==> src/rtl/serial_cfg_loader.sv <==
module serial_cfg_loader #(
  parameter int WORD_W      = 32,
  parameter int SEL_W       = 3,
  parameter int NUM_REGS    = 6,
  parameter int SYNC_STAGES = 2,
  parameter int PD_REG      = 2,
  parameter int PD_BIT      = 5
) (
  input  logic                       clk,
  input  logic                       rst_n,
  input  logic                       sclk,
  input  logic                       sdata,
  input  logic                       sle,
  input  logic                       ce,
  output logic [NUM_REGS*WORD_W-1:0] regs_flat,
  output logic                       wr_stb,
  output logic [SEL_W-1:0]           wr_addr,
  output logic                       pwr_down
);
  localparam int TOP = SYNC_STAGES - 1;
  localparam logic [SEL_W:0] NREG = NUM_REGS[SEL_W:0];

  logic [SYNC_STAGES-1:0] sclk_q, sdat_q, sle_q, ce_q;
  logic                   sclk_d, sle_d;
  logic [WORD_W-1:0]      shreg;
  logic [WORD_W-1:0]      regs [NUM_REGS];

  always_ff @(posedge clk or negedge rst_n)
    if (!rst_n) begin
      sclk_q <= '0;
      sdat_q <= '0;
      sle_q  <= '0;
      ce_q   <= '0;
      sclk_d <= 1'b0;
      sle_d  <= 1'b0;
    end else begin
      sclk_q <= {sclk_q[TOP-1:0], sclk};
      sdat_q <= {sdat_q[TOP-1:0], sdata};
      sle_q  <= {sle_q[TOP-1:0], sle};
      ce_q   <= {ce_q[TOP-1:0], ce};
      sclk_d <= sclk_q[TOP];
      sle_d  <= sle_q[TOP];
    end

  wire              sclk_rise = sclk_q[TOP] & ~sclk_d;
  wire              le_rise   = sle_q[TOP] & ~sle_d;
  wire [SEL_W-1:0]  sel       = shreg[SEL_W-1:0];
  wire              sel_ok    = {1'b0, sel} < NREG;
  wire              do_load   = le_rise & sel_ok;

  always_ff @(posedge clk or negedge rst_n)
    if (!rst_n)         shreg <= '0;
    else if (sclk_rise) shreg <= {shreg[WORD_W-2:0], sdat_q[TOP]};

  always_ff @(posedge clk or negedge rst_n)
    if (!rst_n) begin
      wr_stb  <= 1'b0;
      wr_addr <= '0;
    end else begin
      wr_stb  <= do_load;
      if (do_load) wr_addr <= sel;
    end

  for (genvar k = 0; k < NUM_REGS; k++) begin : g_reg
    always_ff @(posedge clk or negedge rst_n)
      if (!rst_n)                                   regs[k] <= '0;
      else if (do_load && sel == k[SEL_W-1:0])      regs[k] <= shreg;
    assign regs_flat[k*WORD_W +: WORD_W] = regs[k];
  end

  assign pwr_down = ~ce_q[TOP] | regs[PD_REG][PD_BIT];
endmodule


==> config.mk <==
export PLATFORM = sky130hd
export DESIGN_NAME = serial_cfg_loader
export DESIGN_NICKNAME = d
export VERILOG_FILES = /design/src/rtl/serial_cfg_loader.sv
export SDC_FILE = /design/constraint.sdc
export NUM_CORES = 1
export LEC_CHECK = 0
export BUFFER_PORTS_ARGS = -buffer_cell sky130_fd_sc_hd__buf_4
export CORE_ASPECT_RATIO = 1.4
export CORE_MARGIN = 8
export CORE_UTILIZATION = 35
export DETAILED_ROUTE_END_ITERATION = 8
export PLACE_DENSITY = 0.63
export SETUP_SLACK_MARGIN = 0.5
export SYNTH_ARGS = -nofsm -noshare
export SYNTH_HDL_FRONTEND = slang
export SYNTH_SLANG_ARGS = --single-unit
==> constraint.sdc <==
create_clock -name clk -period 3.1 [get_ports clk]
set_input_delay 0.155 -clock clk [delete_from_list [all_inputs] [get_ports clk]]
set_output_delay 0.155 -clock clk [all_outputs]
set_load 0.005 [all_outputs]
==> results.cfg, run 1 <==
[sta]
setup_viol = 0
fmax_mhz = 442.9
finalHoldViolations = 0
fin_tns_setup_ps = 0
worstMarginPinSlew_ps = 1071
min_period_over_period_pct = 72.84
setup_slack_ps = 842.0
slew_headroom_pct = 28.44
rsz0062_at_grt = no
min_period_ps = 2258
fin_skew_ps = 10.85
slew_violations = 0

[place]
gp_congestion = 0.7533
dp_hpwl_um = 15130
numPortBuffers = 202
place_ws_ps = 809.1

[cells_and_area]
diodes = 0
nets = 729
fillerInstances = 2191
syn2layout_area_growth_pct = 32.58
postLayoutCoreUtil_pct = 46.88
drive_above_1_share_pct = 62.21

[run_status]
outcome = finished, final reports clean

[grt]
grt_pass1_wl_um = 34790
grt_usage_pct = 14.57
grt_overflow_total = 0
grt_pass1_vias = 5665
grt_max_degree = 111
antenna_found_initial = 0

[floorplanning]
rows = 68
die_w_um = 149.0
start_util_pct = 35.36
die_y_um = 202.2
num_io_pins = 203
dieArea_um2 = 30120
core-area_um2 = 24500

[detailed_routing]
remaining_drc_errors = 0
first_pass_iters = 3
routed_wl_um = 22070
wl_per_cell_um = 20.90
via_per_inst = 4.809
via_count = 5078
antenna_left = 0
drtIter0Drc = 132

[pwr]
power_frac_comb_pct = 16.3
power_density_nw_per_um2 = 744.7
p_sw_mw = 2.203
ir_worst_vdd_v = 0.0005722
switching_share_pct = 25.75
p_total_mw = 8.555
p_clk_share_pct = 36.4
p_seq_share_pct = 47.3
leakage_nw = 5.979
p_int_mw = 6.352

[clock_network]
cts_resized = 0
cts-root-buf = clkbuf_16
cts_sinks = 238
clk_pin_slew_worst_paths_ps = 70
htree_levels = 1
clock_latency_ps = 510
clockBufferDepth = 3
cts_buffers = 24
cts_tree = yes

[setup_path]
cp-end-kind = flop
crit_arrival_ps = 2640
cp_max_fo = 32
critPathKind = flop to flop
start_kind = flop
worstPathRequired_ps = 3490

[logic_synthesis]
avgSynthCellArea_um2 = 17.19
seq_area_frac_synth_pct = 68.74
synth.distinct_cells = 18
syn_nets = 510
synth_cells = 504
yosys_register_bits = 238
netlist_area_um2 = 8665
yosysWarnings = 0

[worst_hold_path]
min_path_type = input port to flop

[job]
max_cap_viol_count = 0
kinds of logic after synthesis:
group | Yosys count | synth area share, %
simple gates | 33 | 2.628
compound gates | 1 | 0.05771
flops | 238 | 68.74
buf+inv | 25 | 1.675
mux | 207 | 26.90
synth_stat cells, drive strengths merged:
cell type | instances | share of area, %
or2 | 2 | 0.14
clkbuf | 2 | 0.087
and3b | 2 | 0.20
nand3b | 1 | 0.087
nor2 | 4 | 0.17
buf | 23 | 1.6
mux2 | 207 | 27
nor4 | 1 | 0.25
nor2b | 8 | 0.58
dfrtp | 238 | 69
a21oi | 1 | 0.058
and2 | 4 | 0.29
nand3 | 2 | 0.12
nand2b | 7 | 0.51
nor3b | 2 | 0.29
stage by stage:
stage | instances | hold slack [ps] | instance area, um^2
2_1_floorplan | 504 | -140.6 | 8665
3_3_place_gp | 1007 | 265.5 | 10570
3_5_place_dp | 1007 | 265.4 | 10570
4_1_cts | 1056 | 284.4 | 11490
5_1_grt | 1056 | 276.3 | 11490
6_report | 1056 | 294.2 | 11490
path summary, 6_finish.rpt:
check / slack [ps] / cells after the start / startpoint / endpoint
min in group asynchronous: 310 / 2 / rst_n / regs_flat[53]
worst max register to register: 840 / 3 / shreg[2] / regs_flat[84]
worst min-delay path: 290 / 2 / sclk / sclk_q[0]
max in group asynchronous: 1950 / 3 / rst_n / regs_flat[1]
worst max-delay path: 840 / 3 / shreg[2] / regs_flat[84]
worst min register to register: 350 / 0 / ce_q[0] / ce_q[1]
layout by cell type (no fill, tap or decap), drive strengths merged:
master and n:
and2 4, buf 213, nand2b 7, bufinv 4
nand3 2, nand3b 1, clkbuf 27, dfrtp 238
a21oi 1, mux2 207, nor3b 2, nor2 4
clkinvlp 6, and3b 2, nor4 1, clkinv 6
or2 2, dlygate4sd3 5, inv 1, nor2b 8
power by group through the flow:
stage / clock (mW) / combinational (mW) / sequential [mW]
finish: 3.11 / 1.39 / 4.05
global route: 3.33 / 1.52 / 4.13
CTS: 3.20 / 1.44 / 4.05
detailed placement: 0 / 1.43 / 4.10
global placement: 0 / 1.40 / 4.07
floorplan: 0 / 0.543 / 3.98
critical path: stages, from the launching register on:
cell	delay, ps
dfrtp_1	480
nor3b_2	320
and3b_2	900
mux2_2	420
metal layers:
| metal | up-vias | GRT usage [%] | share of wire (%) |
|---|---|---|---|
| li1 | 2206 | - | - |
| met1 | 2690 | 17.18 | 39 |
| met2 | 145 | 25.65 | 52 |
| met3 | 37 | 3.380 | 6.1 |
| met4 | 0 | 4.412 | 2.4 |
| met5 | - | 0 | 0 |
what timing repair did:
item | in CTS | in global routing
hold buffers | 5 | 0
buffers inserted | 0 | 0
endpoints found under the setup margin | 0 | 0
hold endpoints to repair | 110 | 0
cell type report:
class,instances,area (um^2),share of cell area (%)
Timing Repair Buffer,218,1682,14.64
Tap cell,315,394.1,3.431
Clock inverter,17,219.0,1.906
Sequential cell,238,5956,51.85
Clock buffer,27,653.1,5.686
Multi-Input combinational cell,241,2584,22.49
state kept, by name (all words and copies together) (netlist names):
name and cells:
ce_q 2, regs_flat 192, sclk_d 1, sclk_q 2, sdat_q 2, shreg 32
sle_d 1, sle_q 2, wr_addr 3, wr_stb 1
No activity file was read; power rests on OpenSTA's default activity.
==> inputs of run 2 (changes only) <==
--- a/config.mk
+++ b/config.mk
@@ -5,12 +5,13 @@
 export SDC_FILE = /design/constraint.sdc
 export NUM_CORES = 1
 export LEC_CHECK = 0
+export ABC_AREA = 1
 export BUFFER_PORTS_ARGS = -buffer_cell sky130_fd_sc_hd__buf_4
 export CORE_ASPECT_RATIO = 1.4
 export CORE_MARGIN = 8
 export CORE_UTILIZATION = 35
 export DETAILED_ROUTE_END_ITERATION = 8
-export PLACE_DENSITY = 0.63
+export PLACE_DENSITY = 0.65
 export SETUP_SLACK_MARGIN = 0.5
 export SYNTH_ARGS = -nofsm -noshare
 export SYNTH_HDL_FRONTEND = slang
==> constraint.sdc (replaced) <==
create_clock -name clk -period 1.84 [get_ports clk]
set_input_delay 0.092 -clock clk [delete_from_list [all_inputs] [get_ports clk]]
set_output_delay 0.092 -clock clk [all_outputs]
set_load 0.005 [all_outputs]
==> run 2 against run 1 <==
Net effect:
- combinational power grew 65%
- non-clock buffer count grew 62
- synthesized cell count up 100%
- count of clock-buffer cells in the layout up 6
- critical path depth grew 3
- first-iteration DRC count grew to 4.4 times the previous value
- worst setup slack got worse by 400 ps
- fmax rose by 61%
- global-route usage grew 3.7 points
- power increased by 59%
- critical endpoint is now regs_flat[160]
- sequential power up 58%
==> results.cfg, run 2 <==
[run_status]
outcome = finished, final reports clean

[setup_path]
worstPathRequired_ps = 2230
path_cells = buf_4 -> nand2_2 -> nor2_4 -> buf_12 -> buf_12 -> or2_2
cp-end-kind = flop
cp_slowest_cell = dfrtp_2
reg2reg_depth = 6
crit_arrival_ps = 1790
worst_path_largest_cell_delay_ps = 460
critPathMostFrequentCell = buf_12
cp_max_fo = 14
critPathKind = flop to flop
start_kind = flop

[detailed_routing]
first_pass_iters = 4
routed_wl_um = 30840
via_per_inst = 4.907
antenna_left = 0
dr_wl_met3_um = 1811
remaining_drc_errors = 0
drtIter0Drc = 581
via_count = 7709
wl_per_cell_um = 19.63
top_layer = met4
wl_met2_um = 16100
wl_met1_um = 11750

[cells_and_area]
diodes = 0
layout_commonest_cell = nand2_1
postLayoutCoreUtil_pct = 49.19
syn2layout_area_growth_pct = 39.17
mostFrequentLayoutCells = 477 x nand2_1, 234 x dfrtp_1, 228 x buf_4, 129 x nand3_1, 35 x clkbuf_16
fillerInstances = 2387
largest_reg_flops = 192
drive_above_1_share_pct = 28.55
nets = 1237

[logic_synthesis]
ys_async_sr_fraction_pct = 100.0
syn_nets = 1016
avgSynthCellArea_um2 = 9.073
synth_cells = 1010
synth.most_common_cell = nand2_1
netlist_top_cells_count = 480 x nand2_1, 238 x dfrtp_1, 149 x nand3_1
yosys_register_bits = 238
synth.distinct_cells = 17
seq_area_frac_synth_pct = 64.99
synth_ff_type = dfrtp_1
yosys.area.top_type = dfrtp_1
yosysWarnings = 0
yosys-top-cells-area = dfrtp_1 65%, nand2_1 20%, nand3_1 8.1%
netlist_area_um2 = 9164
synth_top_area_share_pct = 64.99
synth_edf_count = 0

[pwr]
power_density_nw_per_um2 = 1069
switching_share_pct = 27.95
p_sw_mw = 3.812
p_clk_share_pct = 36.4
ir_worst_vdd_v = 0.0005991
p_int_mw = 9.828
p_seq_share_pct = 46.8
leakage_nw = 7.124
power_frac_comb_pct = 16.8

[grt]
antenna_found_initial = 0
grt_usage_pct = 18.31
grt_overflow_total = 0
grt_pass1_vias = 7849
grt_pass1_wl_um = 46020
grt_max_degree = 64

[clock_network]
cts-root-buf = clkbuf_16
cts_buffers = 24
clock_latency_ps = 510
clockBufferDepth = 3
htree_levels = 1
cts_sinks = 238
cts_tree = yes
clk_pin_slew_worst_paths_ps = 60

[sta]
fmax_mhz = 714.2
slew_headroom_pct = 63.00
fin_tns_setup_ps = 0
min_period_ps = 1400
finalHoldViolations = 0
fin_skew_ps = 9.416
min_period_over_period_pct = 76.09
slew_violations = 0
worstMarginPinSlew_ps = 554.9
setup_viol = 0
rsz0062_at_grt = yes

[floorplanning]
num_io_pins = 203
die_y_um = 207.5
die_w_um = 152.8
start_util_pct = 35.35
dieArea_um2 = 31690
rows = 70
core-area_um2 = 25920

[place]
dp_hpwl_um = 19300
numPortBuffers = 202
gp_congestion = 0.8002

[worst_hold_path]
min_path_type = input port to async pin

[job]
max_cap_viol_count = 0
run 2: cell types whose count changed after synthesis, moves of 5 or more:
cell,previous run,this run
mux2_2,194,0
nand3_1,2,149
clkbuf_1,2,28
inv_1,0,25
nand2b_1,7,0
o21ai_0,0,5
nor2b_1,8,0
mux2_1,13,0
nor2_1,4,14
nand2_1,0,480
buf_2,17,53
run 2: power by group through the flow:
| stage | combinational [mW] | clock, mW | sequential [mW] |
|---|---|---|---|
| after global routing | 2.51 | 5.29 | 6.44 |
| after detailed placement | 2.04 | 0 | 6.47 |
| after CTS | 2.14 | 5.09 | 6.37 |
| after floorplan | 0.866 | 0 | 6.21 |
| after global placement | 2.00 | 0 | 6.47 |
| final | 2.30 | 4.96 | 6.38 |
run 2: repair_timing:
item                       in CTS  in global routing
cloned                          2                 14
setup buffers                  16                  4
setup endpoints to repair     193                185
gates resized for setup        13                 44
hold endpoints to repair      215                  0
hold buffers                    5                  0
pin swaps                       5                 24
run 2: path summary, 6_finish.rpt:
kind / startpoint / endpoint / slack (ps)
max: shreg[0] / regs_flat[160] / 440
min: rst_n / regs_flat[72] / 150
max reg2reg: shreg[0] / regs_flat[160] / 440
min reg2reg: sdat_q[0] / sdat_q[1] / 350
max in group asynchronous: rst_n / regs_flat[94] / 1060
min in group clk: sdata / sdat_q[0] / 230
run 2: kinds of logic after synthesis:
logic type | Yosys count | share of synthesized area [%]
AND/OR/NAND/NOR | 651 | 28.97
buffers and inverters | 112 | 5.516
flip-flops | 238 | 64.99
AO/OA/AOI/OAI | 9 | 0.5188
run 2: stage by stage:
stage | cell area, um^2 | hold WS [ps] | setup WS (ps) | cells | power [mW]
floorplan | 9164 | -203.6 | 594.2 | 1010 | 7.080
global placement | 11140 | 99.02 | 264.0 | 1488 | 8.463
detailed placement | 11140 | 100.9 | 222.6 | 1488 | 8.509
CTS | 12230 | 148.0 | 470.2 | 1553 | 13.60
global route | 12750 | 184.2 | 385.4 | 1571 | 14.24
finish | 12750 | 151.3 | 439.9 | 1571 | 13.64
run 2: area by class of cell:
| type | count | area [um^2] | share of cell area [%] |
|---|---|---|---|
| sequential | 238 | 5961 | 46.74 |
| timing repair buffer | 280 | 2620 | 20.54 |
| clock inverter | 9 | 85.08 | 0.6671 |
| inverter | 27 | 106.4 | 0.8339 |
| multi-input combinational | 660 | 2850 | 22.35 |
| tap | 324 | 405.4 | 3.179 |
| clock buffer | 33 | 725.7 | 5.690 |
run 2: routing by layer:
layer	global-route usage (%)	vias to the layer above
li1	-	3571
met1	20.70	3813
met2	33.12	268
met3	3.354	57
met4	7.940	0
met5	0	-
run 2: worst max-delay path, delay by kind of cell, from the launching register on:
family        cells  cell delay [ps]
flops             1              460
buf+inv           3              430
simple gates      3              390
==> inputs of run 3 (changes only) <==
==> constraint.sdc (replaced) <==
create_clock -name clk -period 1.1 [get_ports clk]
set_input_delay 0.055 -clock clk [delete_from_list [all_inputs] [get_ports clk]]
set_output_delay 0.055 -clock clk [all_outputs]
set_load 0.005 [all_outputs]
==> run 3 against run 2 <==
Net effect:
- the flow now finishes with violations (negative hold slack, negative setup slack)
- sequential share of layout area fell by 5.4 points
- core utilization rose by 6.4 points
- critical path depth rose by 1
- clock skew rose by 0.53 ps
- combinational power rose by 120%
- count of clock-buffer cells in the layout fell by 2
- cell count rose by 6.3%
- die area did not move
- routed wire length rose by 1.4%
- via count rose by 4.7%
- register-to-register slack got worse by 690 ps
- first-iteration DRC count rose by 4.0%
- critical endpoint is now regs_flat[8]
==> results.cfg, run 3 (synthesis gave the netlist of run 2 again) <==
[run_status]
outcome = complete, but fails checks
violations = negative hold slack, negative setup slack

[detailed_routing]
via_per_inst = 4.831
antenna_left = 0
routed_wl_um = 31280
first_pass_iters = 7
remaining_drc_errors = 0
via_count = 8068
drtIter0Drc = 604
wl_per_cell_um = 18.73

[job]
max_cap_viol_count = 0

[sta]
worstMarginPinSlew_ps = 472.9
min_period_ps = 1349
min_period_over_period_pct = 122.6
setup_slack_ps = -248.8
fin_skew_ps = 9.945
slew_headroom_pct = 68.47
rsz0062_at_grt = yes
fin_tns_setup_ps = -40310
slew_violations = 0
fmax_mhz = 741.4
worst_hold_slack_ps = -557.6
setup_viol = 230
finalHoldViolations = 238

[clock_network]
cts_sinks = 238
clock_latency_ps = 510
cts_tree = yes
clockBufferDepth = 3
cts_hold_buf = 4
clk_pin_slew_worst_paths_ps = 70
htree_levels = 1
cts-root-buf = clkbuf_16
cts_buffers = 23

[setup_path]
path_cells = inv_2 -> nand2_2 -> nor2_4 -> buf_12 -> buf_12 -> nand3_1 -> nand2_1
critPathTopFamily = buffers and inverters
worst_path_largest_cell_delay_ps = 430
cp_slowest_cell = dfrtp_1
start_kind = flop
worstPathRequired_ps = 1550
cp.buffers_inverters = 3
ff2ff_setup_slack_ps = -250
crit_arrival_ps = 1800
critPathKind = flop to flop
critPathMostFrequentCell = buf_12
cp_max_fo = 23
cp-end-kind = flop

[floorplanning]
die_y_um = 207.5
core-area_um2 = 25920
start_util_pct = 35.35
die_w_um = 152.8
dieArea_um2 = 31690
num_io_pins = 203
rows = 70

[place]
numPortBuffers = 202
gp_congestion = 0.8146
dp_hpwl_um = 20400

[grt]
grt_max_degree = 44
grt_pass1_vias = 7824
grt_pass1_wl_um = 45850
grt_usage_pct = 18.10
grt_overflow_total = 0
antenna_found_initial = 0

[pwr]
p_int_mw = 17.95
leakage_nw = 7.870
power_density_nw_per_um2 = 1713
p_clk_share_pct = 35.6
switching_share_pct = 27.28
p_seq_share_pct = 43.9
ir_worst_vdd_v = 0.0008301
power_frac_comb_pct = 20.4
p_sw_mw = 6.731

[cells_and_area]
mostFrequentLayoutCells = 451 x nand2_1, 234 x dfrtp_1, 212 x buf_6, 134 x buf_4, 122 x nand3_1
drive_above_1_share_pct = 37.22
nets = 1336
syn2layout_area_growth_pct = 57.20
diodes = 0
layout_commonest_cell = nand2_1
fillerInstances = 2191
largest_reg_flops = 192

[worst_hold_path]
min_path_type = input port to async pin
## run 3: per-stage QoR
step / worst slack [ps] / utilization [%] / total power, mW / instance area (um^2) / cells
after floorplan: -65.02 / - / 11.99 / 9447 / 1010
after global placement: -202.1 / 44.34 / 14.36 / 11500 / 1518
after detailed placement: -229.3 / 44.34 / 14.45 / 11500 / 1518
after CTS: -202.1 / 48.06 / 23.35 / 12460 / 1568
after global routing: -304.9 / 55.56 / 25.70 / 14410 / 1670
final: -248.8 / 55.56 / 24.68 / 14410 / 1670
## run 3: worst register-to-register path: cells and delay by family, from the launching register on
family	cells	cell delay [ps]
buffers and inverters	3	440
flip-flops	1	430
AND/OR/NAND/NOR	4	430
## run 3: path summary, 6_finish.rpt
kind | endpoint | from | cells past startpoint
max in group asynchronous | regs_flat[138] | rst_n | 2
hold / removal | regs_flat[96] | rst_n | 1
hold reg to reg | sle_q[1] | sle_q[0] | 0
setup / recovery | regs_flat[8] | sle_d | 7
setup reg to reg | regs_flat[8] | sle_d | 7
min in group clk | ce_q[0] | ce | 2
## run 3: routing by layer
layer	vias to the layer above	global-route usage (%)	part of all wire, %
li1	3776	-	-
met1	4003	20.25	38
met2	237	32.64	53
met3	52	3.896	6.0
met4	0	7.666	3.0
met5	-	0	0
## run 3: timing repair
action,4_1_cts,5_1_grt
endpoints found under the setup margin,426,426
gates resized for setup,18,275
gates cloned,0,10
setup buffers,5,92
pin swaps,2,29
endpoints found under the hold margin,242,238
## run 3: power by group through the flow
stage	sequential [mW]	clock [mW]	combinational, mW
6_report	10.8	8.79	5.04
5_1_grt	10.9	9.31	5.46
4_1_cts	10.7	8.96	3.72
3_5_place_dp	10.8	0	3.64
3_3_place_gp	10.8	0	3.57
2_1_floorplan	10.4	0	1.59
## run 3: area by class of cell
class	count	area (um^2)	area share [%]
clock buffers	31	645.6	4.482
repair buffers	380	4054	28.14
inverters	27	106.4	0.7383
flip-flops and latches	238	5961	41.38
well taps	324	405.4	2.814
clock inverters	10	191.4	1.329
multi-input cells	660	3042	21.12
